[src/rtl/qr_valley_pkg.sv]
package qr_valley_pkg;

  localparam int VAL_W = 3;
  localparam logic [VAL_W-1:0] VAL_MIN = 3'd1;
  localparam logic [VAL_W-1:0] VAL_MAX = 3'd7;

  typedef logic [VAL_W-1:0] val_t;

  typedef enum logic [1:0] {
    ACT_HOLD = 2'd0,
    ACT_UP   = 2'd1,
    ACT_DOWN = 2'd2
  } win_act_e;

  // Window verdict from the sticky comparator history.
  function automatic win_act_e win_decide(input logic saw_lo, input logic saw_hi);
    if (!saw_lo)      return ACT_UP;
    else if (!saw_hi) return ACT_HOLD;
    else              return ACT_DOWN;
  endfunction

  // Saturating move of the valley target.
  function automatic val_t tgt_step(input val_t v, input win_act_e a);
    case (a)
      ACT_UP:   return (v == VAL_MAX) ? v : v + 3'd1;
      ACT_DOWN: return (v == VAL_MIN) ? v : v - 3'd1;
      default:  return v;
    endcase
  endfunction

  // Saturating valley tally increment.
  function automatic val_t tally_inc(input val_t c);
    return (c == VAL_MAX) ? c : c + 3'd1;
  endfunction

endpackage

[src/rtl/qr_skip_target.sv]
module qr_skip_target
  import qr_valley_pkg::*;
#(
  parameter int WIN_CYC = 2400000
) (
  input  logic clk,
  input  logic rst_n,
  input  logic fb_lo,
  input  logic fb_hi,
  input  logic fb_rst,
  output val_t target
);

  localparam int WW = (WIN_CYC > 1) ? $clog2(WIN_CYC) : 1;
  localparam logic [WW-1:0] WIN_LAST = WW'(WIN_CYC - 1);

  logic [WW-1:0] win_cnt;
  logic          saw_lo, saw_hi;
  logic          saw_lo_n, saw_hi_n;
  logic          win_last;

  assign saw_lo_n = saw_lo | fb_lo;
  assign saw_hi_n = saw_hi | fb_hi;
  assign win_last = (win_cnt == WIN_LAST);

  always_ff @(posedge clk or negedge rst_n) begin
    if (!rst_n) begin
      target  <= VAL_MIN;
      win_cnt <= '0;
      saw_lo  <= 1'b0;
      saw_hi  <= 1'b0;
    end else if (fb_rst) begin
      target  <= VAL_MIN;
      win_cnt <= '0;
      saw_lo  <= 1'b0;
      saw_hi  <= 1'b0;
    end else if (win_last) begin
      target  <= tgt_step(target, win_decide(saw_lo_n, saw_hi_n));
      win_cnt <= '0;
      saw_lo  <= 1'b0;
      saw_hi  <= 1'b0;
    end else begin
      win_cnt <= win_cnt + 1'b1;
      saw_lo  <= saw_lo_n;
      saw_hi  <= saw_hi_n;
    end
  end

endmodule

[src/rtl/qr_zc_tally.sv]
module qr_zc_tally
  import qr_valley_pkg::*;
(
  input  logic clk,
  input  logic rst_n,
  input  logic gate,
  input  logic turn_on,
  input  logic zc_edge,
  output val_t tally
);

  always_ff @(posedge clk or negedge rst_n) begin
    if (!rst_n)                  tally <= '0;
    else if (turn_on)            tally <= '0;
    else if (!gate && zc_edge)   tally <= tally_inc(tally);
  end

endmodule

[src/rtl/qr_gate_seq.sv]
module qr_gate_seq
  import qr_valley_pkg::*;
#(
  parameter int LEB_CYC      = 17,
  parameter int ON_MAX_CYC   = 1500,
  parameter int RS_SHORT_CYC = 125,
  parameter int RS_LONG_CYC  = 1250,
  parameter int OFF_MAX_CYC  = 2100,
  localparam int OW = $clog2(OFF_MAX_CYC + 1),
  localparam int NW = $clog2(ON_MAX_CYC + 1)
) (
  input  logic          clk,
  input  logic          rst_n,
  input  logic          zc_level_hi,
  input  logic          cs_trip,
  input  val_t          tally,
  input  val_t          target,
  output logic          gate,
  output logic          turn_on,
  output logic [OW-1:0] off_len,
  output logic [NW-1:0] on_len
);

  localparam logic [OW-1:0] OFF_MAX_V = OW'(OFF_MAX_CYC);
  localparam logic [OW-1:0] RS_S_V    = OW'(RS_SHORT_CYC);
  localparam logic [OW-1:0] RS_L_V    = OW'(RS_LONG_CYC);
  localparam logic [NW-1:0] ON_MAX_V  = NW'(ON_MAX_CYC);
  localparam logic [NW-1:0] LEB_V     = NW'(LEB_CYC);

  logic supp_over, off_expired, valley_ok;
  logic trip_seen, on_expired, turn_off;

  assign supp_over   = off_len >= (zc_level_hi ? RS_S_V : RS_L_V);
  assign off_expired = off_len >= OFF_MAX_V;
  assign valley_ok   = supp_over && (tally >= target);
  assign turn_on     = !gate && (off_expired || valley_ok);

  assign trip_seen   = cs_trip && (on_len > LEB_V);
  assign on_expired  = on_len >= ON_MAX_V;
  assign turn_off    = gate && (trip_seen || on_expired);

  always_ff @(posedge clk or negedge rst_n) begin
    if (!rst_n) begin
      gate    <= 1'b0;
      off_len <= OW'(1);
      on_len  <= '0;
    end else if (turn_on) begin
      gate    <= 1'b1;
      off_len <= '0;
      on_len  <= NW'(1);
    end else if (turn_off) begin
      gate    <= 1'b0;
      off_len <= OW'(1);
      on_len  <= '0;
    end else if (gate) begin
      if (!on_expired) on_len <= on_len + 1'b1;
    end else begin
      if (!off_expired) off_len <= off_len + 1'b1;
    end
  end

endmodule

[src/rtl/qr_valley_ctrl.sv]
module qr_valley_ctrl
  import qr_valley_pkg::*;
#(
  parameter int WIN_CYC      = 2400000,
  parameter int LEB_CYC      = 17,
  parameter int ON_MAX_CYC   = 1500,
  parameter int RS_SHORT_CYC = 125,
  parameter int RS_LONG_CYC  = 1250,
  parameter int OFF_MAX_CYC  = 2100
) (
  input  logic       clk,
  input  logic       rst_n,
  input  logic       fb_above_lo,
  input  logic       fb_above_hi,
  input  logic       fb_above_rst,
  input  logic       zc_edge,
  input  logic       zc_level_hi,
  input  logic       cs_trip,
  output logic       gate_drv,
  output logic [2:0] skip_target
);

  localparam int OW = $clog2(OFF_MAX_CYC + 1);
  localparam int NW = $clog2(ON_MAX_CYC + 1);

  // Named internal events, also watched by the bound checker.
  val_t          zc_cnt;
  logic          turn_on;
  logic [OW-1:0] off_len;
  logic [NW-1:0] on_len;

  qr_skip_target #(.WIN_CYC(WIN_CYC)) u_target (
    .clk    (clk),
    .rst_n  (rst_n),
    .fb_lo  (fb_above_lo),
    .fb_hi  (fb_above_hi),
    .fb_rst (fb_above_rst),
    .target (skip_target)
  );

  qr_zc_tally u_tally (
    .clk     (clk),
    .rst_n   (rst_n),
    .gate    (gate_drv),
    .turn_on (turn_on),
    .zc_edge (zc_edge),
    .tally   (zc_cnt)
  );

  qr_gate_seq #(
    .LEB_CYC      (LEB_CYC),
    .ON_MAX_CYC   (ON_MAX_CYC),
    .RS_SHORT_CYC (RS_SHORT_CYC),
    .RS_LONG_CYC  (RS_LONG_CYC),
    .OFF_MAX_CYC  (OFF_MAX_CYC)
  ) u_gate (
    .clk         (clk),
    .rst_n       (rst_n),
    .zc_level_hi (zc_level_hi),
    .cs_trip     (cs_trip),
    .tally       (zc_cnt),
    .target      (skip_target),
    .gate        (gate_drv),
    .turn_on     (turn_on),
    .off_len     (off_len),
    .on_len      (on_len)
  );

endmodule

[config.mk]
export PLATFORM = sky130hd
export DESIGN_NAME = qr_valley_ctrl
export DESIGN_NICKNAME = d
export VERILOG_FILES = /design/src/rtl/qr_valley_pkg.sv /design/src/rtl/qr_skip_target.sv /design/src/rtl/qr_zc_tally.sv /design/src/rtl/qr_gate_seq.sv /design/src/rtl/qr_valley_ctrl.sv
export SDC_FILE = /design/constraint.sdc
export NUM_CORES = 1
export LEC_CHECK = 0
export ABC_AREA = 1
export BUFFER_PORTS_ARGS = -buffer_cell sky130_fd_sc_hd__buf_4
export CORE_ASPECT_RATIO = 0.6
export CORE_MARGIN = 4
export CORE_UTILIZATION = 56
export CTS_BUF_LIST = sky130_fd_sc_hd__clkbuf_16
export CTS_CLUSTER_SIZE = 28
export DETAILED_ROUTE_END_ITERATION = 16
export PLACE_DENSITY = 0.83
export SLEW_MARGIN = 20
export SYNTH_ARGS = -nofsm -noshare
export SYNTH_HDL_FRONTEND = slang
export SYNTH_SLANG_ARGS = --single-unit
[constraint.sdc]
create_clock -name clk -period 2.2 [get_ports clk]
set_input_delay 0.44 -clock clk [delete_from_list [all_inputs] [get_ports clk]]
set_output_delay 0.44 -clock clk [all_outputs]
set_load 0.02 [all_outputs]
==> results.yml <==
clock_tree:
  cts_made_buffers: 5
  clockBufferDepth: 2
  cts_root_buffer: "clkbuf_16"
  insertion_delay_ns: 0.30
  cts.htree.levels: 2
  clkTransAtPathRegs_ns: 0.07
  clock_sinks: 54
  cts_hold_buf: 0
  post_cts_buffers: 0
  cts_tree: "built"
pwr:
  clock_power_share_pct: 18.2
  seqPwrFrac_pct: 36.4
  p_sw_w: 0.001924
  peakVddDrop_v: 0.0007248
  pwr-share-comb_pct: 45.3
  power_density_mw_per_mm2: 1092
  internal-power_w: 0.002374
  p_leak_nw: 1.900
  p_sw_share_pct: 44.76
global_route:
  grt.total_usage_pct: 23.10
  antenna_found_initial: 0
  overflow: 0
  grt_pass1_wl_mm: 14.88
  grt_max_degree: 55
  grt_pass1_vias: 3067
worst_setup_path:
  critPathMaxFanout: 15
  r2r_slack_ns: 0.17
  crit_type: "flop to flop"
  end_kind: "flop"
  cp_data_arrival_time_ns: 2.21
  start_kind: "flop"
  crit_required_ns: 2.38
placement:
  hpwlAfterDp_mm: 6.395
  port_buffers: 11
  place_congestion: 0.9698
  place_inst: 571
sta:
  min_period_ns: 2.028
  rsz0062_at_grt: "false"
  relSlewSlack_pct: 53.52
  clock_skew_ns: 0.01022
  finalCritPeriodShare_pct: 92.19
  fmax_mhz: 493.0
  drv_slew: 0
  worst_slew_pin_slew_ns: 0.6972
  hold_slack_ns: 0.1855
  final_hold_viol_count: 0
  setup_tns_ns: 0
  finalSetupViolCount: 0
synthesis:
  syn_inst: 480
  synth.distinct_cells: 35
  ys_seq_elements: 54
  synth-simple-area-share_pct: 33.60
  yosys_warnings: 0
  netlist_top_cells_count: "122 x nand2_1, 52 x dfrtp_1, 52 x nor2_1"
  synth_fp_nets: 510
  synth_async_sr_flop_share_pct: 100.0
  synth_area_per_cell_um2: 7.557
  synth-edff-count: 0
  synth_area_leaders: "dfrtp_1 36%, nand2_1 13%, ha_1 7.6%, nand3_1 6.1%, nor2_1 5.4%"
  netlist_area_mm2: 0.003627
  synth.area.mux_share_pct: 0
  synth_xor_xnor_area_share_pct: 6.761
  synth_compound_area_share_pct: 7.140
  synth_ff_type: "dfrtp_1"
  synthAdderAreaFrac_pct: 7.589
  synth_top_family_by_area: "simple AND/OR/NAND/NOR gates"
  synth_seq_area_share_pct: 37.32
  synth_most_common_cell: "nand2_1"
  synth_top_area_share_pct: 35.87
  yosysTopAreaCell: "dfrtp_1"
floorplan:
  start_util_pct: 58.57
  die_area_mm2: 0.007871
  die_h_um: 70.34
  rows: 22
  core_area_mm2: 0.006193
  pin_count: 12
  die_w_um: 111.9
route:
  num_vias: 3292
  routedWlPerCell_um: 14.96
  drtPass1Iterations: 5
  drt-vias-per-instance: 5.686
  antenna_left: 0
  drc_errors: 0
  wl_mm: 8.661
  drt_iter0_drc: 341
outcome:
  outcome: "finished, final reports clean"
final_layout:
  area_growth_pct: 8.555
  seq_area_mm2: 0.001354
  nNetsFinal: 524
  multi_input_area_mm2: 0.002011
  fill_cells: 511
  final_cells: 579
  drive_above_1_share_pct: 10.71
  antenna_cells: 0
job:
  drv_cap: 0
worst_hold_path:
  hold_class: "primary input to async pin"
-- per-stage QoR --
step	utilization, %	total power (W)	instance area, um2	setup WS (ns)
final	63.58	0.004298	3938	0.1717
after global routing	63.58	0.004634	3938	0.05603
after CTS	63.37	0.004231	3925	0.1883
after detailed placement	61.09	0.003438	3784	0.07636
after global placement	61.09	0.003330	3784	0.1631
after floorplan	-	0.002933	3627	0.4684
-- path summary, 6_finish.rpt --
| path | from | end | cells after the start |
|---|---|---|---|
| setup / recovery | u_target.win_cnt[0] | u_target.win_cnt[3] | 10 |
| hold / removal | rst_n | u_target.win_cnt[12] | 1 |
| setup reg to reg | u_target.win_cnt[0] | u_target.win_cnt[3] | 10 |
| hold reg to reg | u_target.saw_hi | u_target.saw_hi | 2 |
| max in group asynchronous | rst_n | u_gate.on_len[6] | 1 |
| min in group clk | fb_above_rst | u_target.win_cnt[4] | 2 |
-- logic make-up (layout without fill, tap and decap cells) --
| kind of cell | Yosys count | after routing |
|---|---|---|
| and+or+nand+nor | 267 | 267 |
| buffers and inverters | 61 | 76 |
| DFF | 54 | 54 |
| AOI/OAI and AO/OA | 48 | 48 |
| xor gates and xnor gates | 28 | 28 |
| adders and majority gates | 22 | 22 |
-- routing by layer --
metal	track usage, %	part of all wire (%)	vias to the layer above
li1	-	-	1587
met1	35.11	50	1550
met2	33.73	41	143
met3	4.848	8.4	12
met4	4.858	1.1	0
met5	0	0	-
-- flip-flops by register name, indices dropped and copies added (netlist names) --
name              cells
u_target.win_cnt     22
u_gate.off_len       12
u_gate.on_len        11
u_tally.tally         3
u_target.target       3
u_gate.gate           1
u_target.saw_hi       1
u_target.saw_lo       1
-- area by class of cell --
cell class / count / share of cell area [%]
tap: 84 / 2.669
clock inverter: 3 / 0.4131
inverter: 49 / 4.671
multi-input combinational: 365 / 51.06
sequential: 54 / 34.38
clock buffer: 5 / 3.178
timing repair buffer: 19 / 3.622
-- worst max-delay path, stage by stage (launching register included) --
cell and delay, ns:
dfrtp_1 0.42, ha_1 0.33, nand2_2 0.13, nor2_4 0.15, nand2_2 0.08, inv_2 0.06, nand4_2 0.18, nand2_4 0.24
inv_1 0.17, nand2_1 0.09, a21oi_1 0.04
-- power groups by stage --
stage | Combinational [W] | Sequential [W] | Clock (W)
finish | 0.00195 | 0.00156 | 0.000784
detailed placement | 0.00188 | 0.00156 | 0
CTS | 0.00190 | 0.00154 | 0.000792
global route | 0.00220 | 0.00160 | 0.000838
global placement | 0.00178 | 0.00155 | 0
floorplan | 0.00142 | 0.00151 | 0
-- cells in the final DEF (no fill, tap or decap), types with 3 or more instances in the layout --
cell type  Yosys  layout
a21oi_1       28      28
buf_4          0      19
clkbuf_16      0       5
dfrtp_1       52      52
ha_1          22      22
inv_1         43      44
inv_2          6       6
nand2_1      122     122
nand2_2        5       4
nand3_1       44      44
nand4_1       11      11
nor2_1        52      52
nor2_2         3       3
nor3_1        15      15
nor3_2         3       3
o21ai_0        9       8
o21ai_1        5       6
xnor2_1        9       9
xor2_1        19      19
-- timing repair --
item / CTS / global route
setup endpoints to repair: 0 / 7
resized for setup: 0 / 3
endpoints found under the hold margin: 0 / 0
(Power assumes the default switching activity.)
